<file path="config.mk">
export PLATFORM = sky130hd
export DESIGN_NAME = sd_dpath_ctrl
export DESIGN_NICKNAME = d
export VERILOG_FILES = /design/src/rtl/sd_dpath_pkg.sv /design/src/rtl/sd_dpath_cfg.sv /design/src/rtl/sd_dpath_timer.sv /design/src/rtl/sd_dpath_fsm.sv /design/src/rtl/sd_dpath_ctrl.sv
export SDC_FILE = /design/constraint.sdc
export NUM_CORES = 1
export LEC_CHECK = 0
export ABC_AREA = 0
export BUFFER_PORTS_ARGS = -buffer_cell sky130_fd_sc_hd__buf_2
export CAP_MARGIN = 20
export CORE_UTILIZATION = 34
export DETAILED_ROUTE_END_ITERATION = 7
export PLACE_DENSITY = 0.62
export RECOVER_POWER = 25
export SLEW_MARGIN = 40
export SYNTH_ARGS = -nofsm -noshare
export SYNTH_HDL_FRONTEND = slang
export SYNTH_SLANG_ARGS = --single-unit
</file>
<file path="constraint.sdc">
create_clock -name clk -period 10.3 [get_ports clk]
set_clock_uncertainty 0.1 [all_clocks]
set_input_delay 0.515 -clock clk [delete_from_list [all_inputs] [get_ports clk]]
set_output_delay 0.515 -clock clk [all_outputs]
set_load 0.01 [all_outputs]
</file>
<file path="src/rtl/sd_dpath_pkg.sv">
package sd_dpath_pkg;

    typedef enum logic [2:0] {
        ST_IDLE     = 3'd0,
        ST_WAIT_S   = 3'd1,
        ST_SEND     = 3'd2,
        ST_BUSY     = 3'd3,
        ST_WAIT_R   = 3'd4,
        ST_RECV     = 3'd5,
        ST_RD_WAIT  = 3'd6,
        ST_WAIT_ACK = 3'd7
    } dp_state_e;

endpackage

</file>
<file path="src/rtl/sd_dpath_cfg.sv">
module sd_dpath_cfg #(
    parameter int LEN_W = 25,
    parameter int TMO_W = 32,
    parameter int ACK_W = 25,
    parameter int BSZ_W = 4
) (
    input  logic             clk,
    input  logic             rst_n,
    input  logic             cfg_we,
    input  logic             active,
    input  logic             cfg_dir,
    input  logic             cfg_stream,
    input  logic             cfg_ddr,
    input  logic [BSZ_W-1:0] cfg_blk_code,
    input  logic [LEN_W-1:0] cfg_len,
    input  logic [TMO_W-1:0] cfg_tmo,
    input  logic             cfg_ack_en,
    input  logic [ACK_W-1:0] cfg_ack_tmo,
    input  logic             start_i,
    input  logic             en_clr,
    output logic             dir_q,
    output logic             stream_q,
    output logic             ack_en_q,
    output logic [TMO_W-1:0] tmo_q,
    output logic [ACK_W-1:0] ack_tmo_q,
    output logic [LEN_W-1:0] eff_len,
    output logic [LEN_W-1:0] blk_mask,
    output logic             en_q
);

    localparam logic [LEN_W-1:0] ONE_L = LEN_W'(1);

    logic             ddr_q;
    logic [BSZ_W-1:0] blk_code_q;
    logic [LEN_W-1:0] len_q;

    // Shadow registers: writable only while the sequencer is idle
    always_ff @(posedge clk or negedge rst_n) begin
        if (!rst_n) begin
            dir_q      <= 1'b0;
            stream_q   <= 1'b0;
            ddr_q      <= 1'b0;
            blk_code_q <= '0;
            len_q      <= '0;
            tmo_q      <= '0;
            ack_en_q   <= 1'b0;
            ack_tmo_q  <= '0;
        end else if (cfg_we && !active) begin
            dir_q      <= cfg_dir;
            stream_q   <= cfg_stream;
            ddr_q      <= cfg_ddr;
            blk_code_q <= cfg_blk_code;
            len_q      <= cfg_len;
            tmo_q      <= cfg_tmo;
            ack_en_q   <= cfg_ack_en;
            ack_tmo_q  <= cfg_ack_tmo;
        end
    end

    // Enable bit: set by a start while idle, cleared by the sequencer
    always_ff @(posedge clk or negedge rst_n) begin
        if (!rst_n)
            en_q <= 1'b0;
        else if (en_clr)
            en_q <= 1'b0;
        else if (start_i && !active)
            en_q <= 1'b1;
    end

    // Effective length: whole blocks first, then even count in DDR
    always_comb begin
        blk_mask = (ONE_L << blk_code_q) - ONE_L;
        eff_len  = stream_q ? len_q : (len_q & ~blk_mask);
        if (ddr_q)
            eff_len[0] = 1'b0;
    end

endmodule

</file>
<file path="src/rtl/sd_dpath_timer.sv">
module sd_dpath_timer #(
    parameter int W = 32
) (
    input  logic         clk,
    input  logic         rst_n,
    input  logic         load,
    input  logic [W-1:0] load_val,
    input  logic         run,
    input  logic         tick,
    output logic         expire
);

    logic [W-1:0] cnt_q;

    // Expiry on the tick that takes the count to zero (or finds it there)
    assign expire = run && tick && (cnt_q <= W'(1));

    always_ff @(posedge clk or negedge rst_n) begin
        if (!rst_n)
            cnt_q <= '0;
        else if (load)
            cnt_q <= load_val;
        else if (run && tick && (cnt_q != '0))
            cnt_q <= cnt_q - W'(1);
    end

endmodule

</file>
<file path="src/rtl/sd_dpath_fsm.sv">
module sd_dpath_fsm
    import sd_dpath_pkg::*;
#(
    parameter int LEN_W = 25
) (
    input  logic             clk,
    input  logic             rst_n,
    input  logic             en_q,
    input  logic [LEN_W-1:0] eff_len,
    input  logic [LEN_W-1:0] blk_mask,
    input  logic             dir_q,
    input  logic             stream_q,
    input  logic             ack_en_q,
    input  logic             hold_i,
    input  logic             abort_i,
    input  logic             byte_ack_i,
    input  logic             rx_start_i,
    input  logic             card_busy_i,
    input  logic             rw_req_i,
    input  logic             ack_ok_i,
    input  logic             dtmo_exp,
    input  logic             ack_exp,
    output dp_state_e        state_q,
    output logic [LEN_W-1:0] remaining_q,
    output logic             en_clr,
    output logic             dtmo_load,
    output logic             dtmo_run,
    output logic             ack_load,
    output logic             ack_run,
    output logic             blk_end_q,
    output logic             data_end_q,
    output logic             hold_q,
    output logic             dtmo_q,
    output logic             ack_tmo_q,
    output logic             abort_q
);

    dp_state_e        state_d;
    logic [LEN_W-1:0] rem_m1;
    logic             boundary;
    logic             load_rem, dec_rem;
    logic             ev_blk, ev_end, ev_dtmo, ev_ack, ev_abort;
    logic             held_d, held_q;

    assign rem_m1   = remaining_q - LEN_W'(1);
    assign boundary = stream_q ? (rem_m1 == '0) : ((rem_m1 & blk_mask) == '0);

    // Next-state logic
    always_comb begin
        state_d  = state_q;
        en_clr   = 1'b0;
        load_rem = 1'b0;
        dec_rem  = 1'b0;
        ev_blk   = 1'b0;
        ev_end   = 1'b0;
        ev_dtmo  = 1'b0;
        ev_ack   = 1'b0;
        ev_abort = 1'b0;
        if (abort_i && (state_q != ST_IDLE)) begin
            state_d  = ST_IDLE;
            ev_abort = 1'b1;
            en_clr   = 1'b1;
        end else begin
            unique case (state_q)
                ST_IDLE: begin
                    if (en_q) begin
                        if (eff_len == '0) begin
                            en_clr = 1'b1;
                        end else begin
                            load_rem = 1'b1;
                            if (ack_en_q)
                                state_d = ST_WAIT_ACK;
                            else
                                state_d = dir_q ? ST_WAIT_R : ST_WAIT_S;
                        end
                    end
                end
                ST_WAIT_ACK: begin
                    if (ack_exp) begin
                        state_d = ST_IDLE;
                        ev_ack  = 1'b1;
                        en_clr  = 1'b1;
                    end else if (ack_ok_i) begin
                        state_d = ST_WAIT_R;
                    end
                end
                ST_WAIT_S: begin
                    if (!hold_i)
                        state_d = ST_SEND;
                end
                ST_SEND: begin
                    if (byte_ack_i) begin
                        dec_rem = 1'b1;
                        if (boundary) begin
                            state_d = ST_BUSY;
                            ev_blk  = !stream_q;
                        end
                    end
                end
                ST_BUSY: begin
                    if (dtmo_exp) begin
                        state_d = ST_IDLE;
                        ev_dtmo = 1'b1;
                        en_clr  = 1'b1;
                    end else if (!card_busy_i) begin
                        if (remaining_q == '0) begin
                            state_d = ST_IDLE;
                            ev_end  = 1'b1;
                            en_clr  = 1'b1;
                        end else begin
                            state_d = ST_WAIT_S;
                        end
                    end
                end
                ST_WAIT_R: begin
                    if (dtmo_exp) begin
                        state_d = ST_IDLE;
                        ev_dtmo = 1'b1;
                        en_clr  = 1'b1;
                    end else if (rw_req_i) begin
                        state_d = ST_RD_WAIT;
                    end else if (rx_start_i && !hold_i) begin
                        state_d = ST_RECV;
                    end
                end
                ST_RECV: begin
                    if (byte_ack_i) begin
                        dec_rem = 1'b1;
                        if (boundary) begin
                            ev_blk = !stream_q;
                            if (rem_m1 == '0) begin
                                state_d = ST_IDLE;
                                ev_end  = 1'b1;
                                en_clr  = 1'b1;
                            end else begin
                                state_d = ST_WAIT_R;
                            end
                        end
                    end
                end
                ST_RD_WAIT: begin
                    if (!rw_req_i)
                        state_d = ST_WAIT_R;
                end
            endcase
        end
    end

    // Timer control: load on entry to the counting state, run while in it
    assign dtmo_load = (state_d != state_q) && ((state_d == ST_WAIT_R) || (state_d == ST_BUSY));
    assign dtmo_run  = (state_q == ST_WAIT_R) || (state_q == ST_BUSY);
    assign ack_load  = (state_d == ST_WAIT_ACK) && (state_q != ST_WAIT_ACK);
    assign ack_run   = (state_q == ST_WAIT_ACK);
    assign held_d    = hold_i && ((state_d == ST_WAIT_S) || (state_d == ST_WAIT_R));

    // State register
    always_ff @(posedge clk or negedge rst_n) begin
        if (!rst_n)
            state_q <= ST_IDLE;
        else
            state_q <= state_d;
    end

    // Registered outputs: byte counter and status pulses
    always_ff @(posedge clk or negedge rst_n) begin
        if (!rst_n) begin
            remaining_q <= '0;
            held_q      <= 1'b0;
            blk_end_q   <= 1'b0;
            data_end_q  <= 1'b0;
            hold_q      <= 1'b0;
            dtmo_q      <= 1'b0;
            ack_tmo_q   <= 1'b0;
            abort_q     <= 1'b0;
        end else begin
            if (load_rem)
                remaining_q <= eff_len;
            else if (dec_rem)
                remaining_q <= rem_m1;
            held_q     <= held_d;
            blk_end_q  <= ev_blk;
            data_end_q <= ev_end;
            hold_q     <= held_d && !held_q;
            dtmo_q     <= ev_dtmo;
            ack_tmo_q  <= ev_ack;
            abort_q    <= ev_abort;
        end
    end

endmodule

</file>
<file path="src/rtl/sd_dpath_ctrl.sv">
module sd_dpath_ctrl
    import sd_dpath_pkg::*;
#(
    parameter int LEN_W = 25,
    parameter int TMO_W = 32,
    parameter int ACK_W = 25,
    parameter int BSZ_W = 4
) (
    input  logic             clk,
    input  logic             rst_n,
    input  logic             cfg_we,
    input  logic             cfg_dir,
    input  logic             cfg_stream,
    input  logic             cfg_ddr,
    input  logic [BSZ_W-1:0] cfg_blk_code,
    input  logic [LEN_W-1:0] cfg_len,
    input  logic [TMO_W-1:0] cfg_tmo,
    input  logic             cfg_ack_en,
    input  logic [ACK_W-1:0] cfg_ack_tmo,
    input  logic             start_i,
    input  logic             hold_i,
    input  logic             abort_i,
    input  logic             byte_ack_i,
    input  logic             rx_start_i,
    input  logic             card_busy_i,
    input  logic             rw_req_i,
    input  logic             ack_ok_i,
    input  logic             card_tick_i,
    output logic [2:0]       state_o,
    output logic             active_o,
    output logic [LEN_W-1:0] remaining_o,
    output logic             en_o,
    output logic             blk_end_o,
    output logic             data_end_o,
    output logic             hold_o,
    output logic             dtmo_o,
    output logic             ack_tmo_o,
    output logic             abort_o
);

    dp_state_e        state_q;
    logic             dir_q, stream_q, ack_en_q, en_q, en_clr;
    logic [TMO_W-1:0] tmo_q;
    logic [ACK_W-1:0] ack_tmo_q;
    logic [LEN_W-1:0] eff_len, blk_mask;
    logic             dtmo_load, dtmo_run, dtmo_exp;
    logic             ack_load, ack_run, ack_exp;

    assign state_o  = state_q;
    assign active_o = (state_q != ST_IDLE);
    assign en_o     = en_q;

    sd_dpath_cfg #(.LEN_W(LEN_W), .TMO_W(TMO_W), .ACK_W(ACK_W), .BSZ_W(BSZ_W)) u_cfg (
        .clk(clk), .rst_n(rst_n), .cfg_we(cfg_we), .active(active_o),
        .cfg_dir(cfg_dir), .cfg_stream(cfg_stream), .cfg_ddr(cfg_ddr),
        .cfg_blk_code(cfg_blk_code), .cfg_len(cfg_len), .cfg_tmo(cfg_tmo),
        .cfg_ack_en(cfg_ack_en), .cfg_ack_tmo(cfg_ack_tmo),
        .start_i(start_i), .en_clr(en_clr),
        .dir_q(dir_q), .stream_q(stream_q), .ack_en_q(ack_en_q),
        .tmo_q(tmo_q), .ack_tmo_q(ack_tmo_q),
        .eff_len(eff_len), .blk_mask(blk_mask), .en_q(en_q)
    );

    sd_dpath_timer #(.W(TMO_W)) u_dtmo (
        .clk(clk), .rst_n(rst_n), .load(dtmo_load), .load_val(tmo_q),
        .run(dtmo_run), .tick(card_tick_i), .expire(dtmo_exp)
    );

    sd_dpath_timer #(.W(ACK_W)) u_acktmo (
        .clk(clk), .rst_n(rst_n), .load(ack_load), .load_val(ack_tmo_q),
        .run(ack_run), .tick(card_tick_i), .expire(ack_exp)
    );

    sd_dpath_fsm #(.LEN_W(LEN_W)) u_fsm (
        .clk(clk), .rst_n(rst_n), .en_q(en_q), .eff_len(eff_len),
        .blk_mask(blk_mask), .dir_q(dir_q), .stream_q(stream_q),
        .ack_en_q(ack_en_q), .hold_i(hold_i), .abort_i(abort_i),
        .byte_ack_i(byte_ack_i), .rx_start_i(rx_start_i),
        .card_busy_i(card_busy_i), .rw_req_i(rw_req_i), .ack_ok_i(ack_ok_i),
        .dtmo_exp(dtmo_exp), .ack_exp(ack_exp),
        .state_q(state_q), .remaining_q(remaining_o), .en_clr(en_clr),
        .dtmo_load(dtmo_load), .dtmo_run(dtmo_run),
        .ack_load(ack_load), .ack_run(ack_run),
        .blk_end_q(blk_end_o), .data_end_q(data_end_o), .hold_q(hold_o),
        .dtmo_q(dtmo_o), .ack_tmo_q(ack_tmo_o), .abort_q(abort_o)
    );

endmodule

</file>
==> impl_metrics.json <==
{
  "outcome": "finished with violations",
  "violations": "max-capacitance violations, max-slew violations",
  "avgViaCountPerCell": 5.43,
  "reg2reg_slack_ns": 4.71,
  "path_clk_slew_ns": 0.07,
  "postSynthAreaPerCell_um2": 10.4,
  "synth_area_um2": 9830,
  "p_leak_nw": 4.80,
  "grtUsageTotal": 0.185,
  "yosysTopAreaCell": "dfrtp_1",
  "cts_resized": 0,
  "wl_mm": 26.3,
  "synthArstFlopShare": 1.00,
  "drc": 0,
  "layout.cells.non_filler": 1446,
  "dp_hpwl_mm": 18.7,
  "drt_iter0_markers": 728,
  "syn_nets": 1050,
  "dieArea_um2": 29600,
  "nNetsFinal": 1163,
  "area_growth_pct": 16.5,
  "register_area_um2": 4580,
  "hold_class": "in -> reg",
  "grt_max_degree": 110,
  "drive_gt1_frac": 0.289,
  "cts_setup_buffers": 0,
  "yosysWarnings": 0,
  "fin_tns_setup_ns": 0,
  "fillers": 2810,
  "htreeDepth": 4,
  "synthTopCellsByCount": "183 x dfrtp_1, 86 x mux2_2, 75 x nand2_1",
  "ant_nets": 0,
  "slowest_delay_ns": 4.06,
  "synthFlopType": "dfrtp_1",
  "dr.pass1.iters": 5,
  "core_region_area_um2": 28100,
  "yosysUniqueCellTypes": 72,
  "finalHoldViolations": 0,
  "crit_family": "buffers and inverters",
  "multiInputGateArea_um2": 4940,
  "synth_area_leaders": "dfrtp_1 47%, mux2_2 9.9%, mux2_4 3.7%, o21ai_0 3.6%, nand2_1 2.9%",
  "synthCells": 941,
  "yosys_register_bits": 183,
  "maxSlewViolCount": 110,
  "crit_required_ns": 9.33,
  "ys_seq_area_frac": 0.466,
  "worst_pin_slew_ns": 5.88,
  "die_h_um": 172,
  "rsz0062_at_grt": "no",
  "power-per-cell-area_nw_per_um2": 326,
  "period_minus_slack_ns": 6.22,
  "grt_pass1_wl_mm": 41.8,
  "cts_max_path_buffers": 2,
  "initial_core_util": 0.350,
  "first_global_vias": 7512,
  "place.gp.congestion": 0.943,
  "slew-limit-headroom": -2.92,
  "synth_edf_count": 0,
  "timing.final.crit_share": 0.604,
  "vias": 7859,
  "yosysMostFrequentCell": "dfrtp_1",
  "worstPathArrival_ns": 5.25,
  "clock_sinks": 183,
  "pin_count": 138,
  "wl_per_cell_um": 18.2,
  "crit_buf_inv": 2,
  "max_cap_viol_count": 1,
  "cpMaxStageDelayCell": "clkbuf_1",
  "antenna_found_initial": 1,
  "row_count": 61,
  "finalSetupViolCount": 0,
  "synth_top_area_frac": 0.466,
  "chipWidth_um": 172,
  "portBuffers": 137,
  "worstPathMaxFanout": 109,
  "cts_tree": "yes",
  "numCtsBuffers": 17,
  "worstPathCellList": "dlygate4sd3_1 -> clkbuf_1",
  "cp-end-kind": "async pin",
  "dp.cells": 1412,
  "crit_type": "in -> async",
  "root_buffer": "clkbuf_16",
  "clk-insertion-delay-late_ns": 0.46,
  "cp-start-kind": "input pin",
  "max_freq_mhz": 161,
  "ir_drop_uv": 147,
  "gr-total-overflow": 0
}
==> metrics by stage <==
| step | utilization | setup slack [ns] | area [um^2] | total power, mW | hold slack, ns |
|---|---|---|---|---|---|
| 6_report | 0.408 | 4.08 | 11500 | 3.73 | 0.181 |
| 2_1_floorplan | - | 5.76 | 9830 | 2.59 | 0.119 |
| 3_3_place_gp | 0.386 | 4.96 | 10800 | 3.03 | 0.362 |
| 5_1_grt | 0.408 | 2.83 | 11500 | 4.00 | 0.170 |
| 4_1_cts | 0.408 | 4.74 | 11500 | 3.75 | 0.162 |
| 3_5_place_dp | 0.387 | 4.77 | 10900 | 3.06 | 0.372 |
==> layout by cell type (no fill, tap or decap), types with 6 or more instances in the layout <==
cell	n
nor2b_1	7
a221o_1	11
xnor2_1	31
o221ai_1	11
nor3_1	35
mux2_4	24
inv_1	24
nor3b_1	8
nand3_1	19
or2_2	7
o21a_1	6
clkbuf_16	17
xor2_1	20
nor2_1	56
ha_1	7
dfrtp_1	183
nor4_1	23
a21oi_1	15
nand2b_1	8
o211ai_1	10
or4_1	13
buf_4	7
or3_1	23
a22oi_1	8
nand4_1	6
nand2_1	75
mux2_2	86
o21ai_0	70
buf_2	136
==> sequential cells by signal (all words and copies together) (netlist names) <==
signal and count:
u_fsm.dtmo_q 1, u_cfg.tmo_q 32, u_fsm.ack_tmo_q 1, u_cfg.ack_en_q 1, u_fsm.blk_end_q 1, u_fsm.data_end_q 1, u_fsm.state_q 3, u_fsm.held_q 1
u_fsm.abort_q 1, u_fsm.hold_q 1, u_fsm.remaining_q 25, u_cfg.ack_tmo_q 25, u_cfg.ddr_q 1, u_cfg.blk_code_q 4, u_cfg.len_q 25, u_dtmo.cnt_q 32
u_acktmo.cnt_q 25, u_cfg.dir_q 1, u_cfg.stream_q 1, u_cfg.en_q 1
==> cells by family (layout without fill, tap and decap cells) <==
group,count (synthesis),after routing,synth area share
and+or+nand+nor,321,321,0.175
AOI/OAI and AO/OA,183,183,0.127
DFF,183,183,0.466
muxes,118,118,0.144
buffers and inverters,77,203,0.0335
xor gates and xnor gates,51,51,0.0454
adders and majority gates,8,8,0.00993
other,0,1,0
==> power by group <==
part	switching (mW)	internal [mW]
Sequential	0.394	1.07
Combinational	0.806	0.788
Clock	0.299	0.374
==> per-layer routing <==
layer / vias to the layer above / global-route usage / wire, um
li1: 3692 / - / -
met1: 3867 / 0.255 / 12200
met2: 266 / 0.288 / 12200
met3: 34 / 0.0394 / 1470
met4: 0 / 0.0612 / 411
met5: - / 0 / 0
==> final timing paths <==
check | start | end | cells after the start
max | rst_n | u_cfg.tmo_q[8] | 2
min | cfg_stream | u_cfg.stream_q | 3
max reg2reg | u_cfg.blk_code_q[2] | u_dtmo.cnt_q[21] | 14
min reg2reg | u_cfg.ack_tmo_q[17] | u_acktmo.cnt_q[17] | 2
max in group clk | u_cfg.blk_code_q[2] | u_dtmo.cnt_q[21] | 14
min in group asynchronous | rst_n | u_cfg.tmo_q[29] | 2
==> area by class of cell <==
cell class / count / share of cell area
Tap cell: 378 / 0.0413
Clock inverter: 12 / 0.0121
Sequential cell: 183 / 0.400
Inverter: 24 / 0.00787
Multi-Input combinational cell: 681 / 0.432
Timing Repair Buffer: 147 / 0.0672
Clock buffer: 20 / 0.0399
Antenna cell: 1 / 0.000219
==> what timing repair did <==
item                                    4_1_cts  5_1_grt
endpoints found under the setup margin        0        0
endpoints found under the hold margin       108        0
hold buffers                                  1        0
No activity file was read; power rests on OpenSTA's default activity.
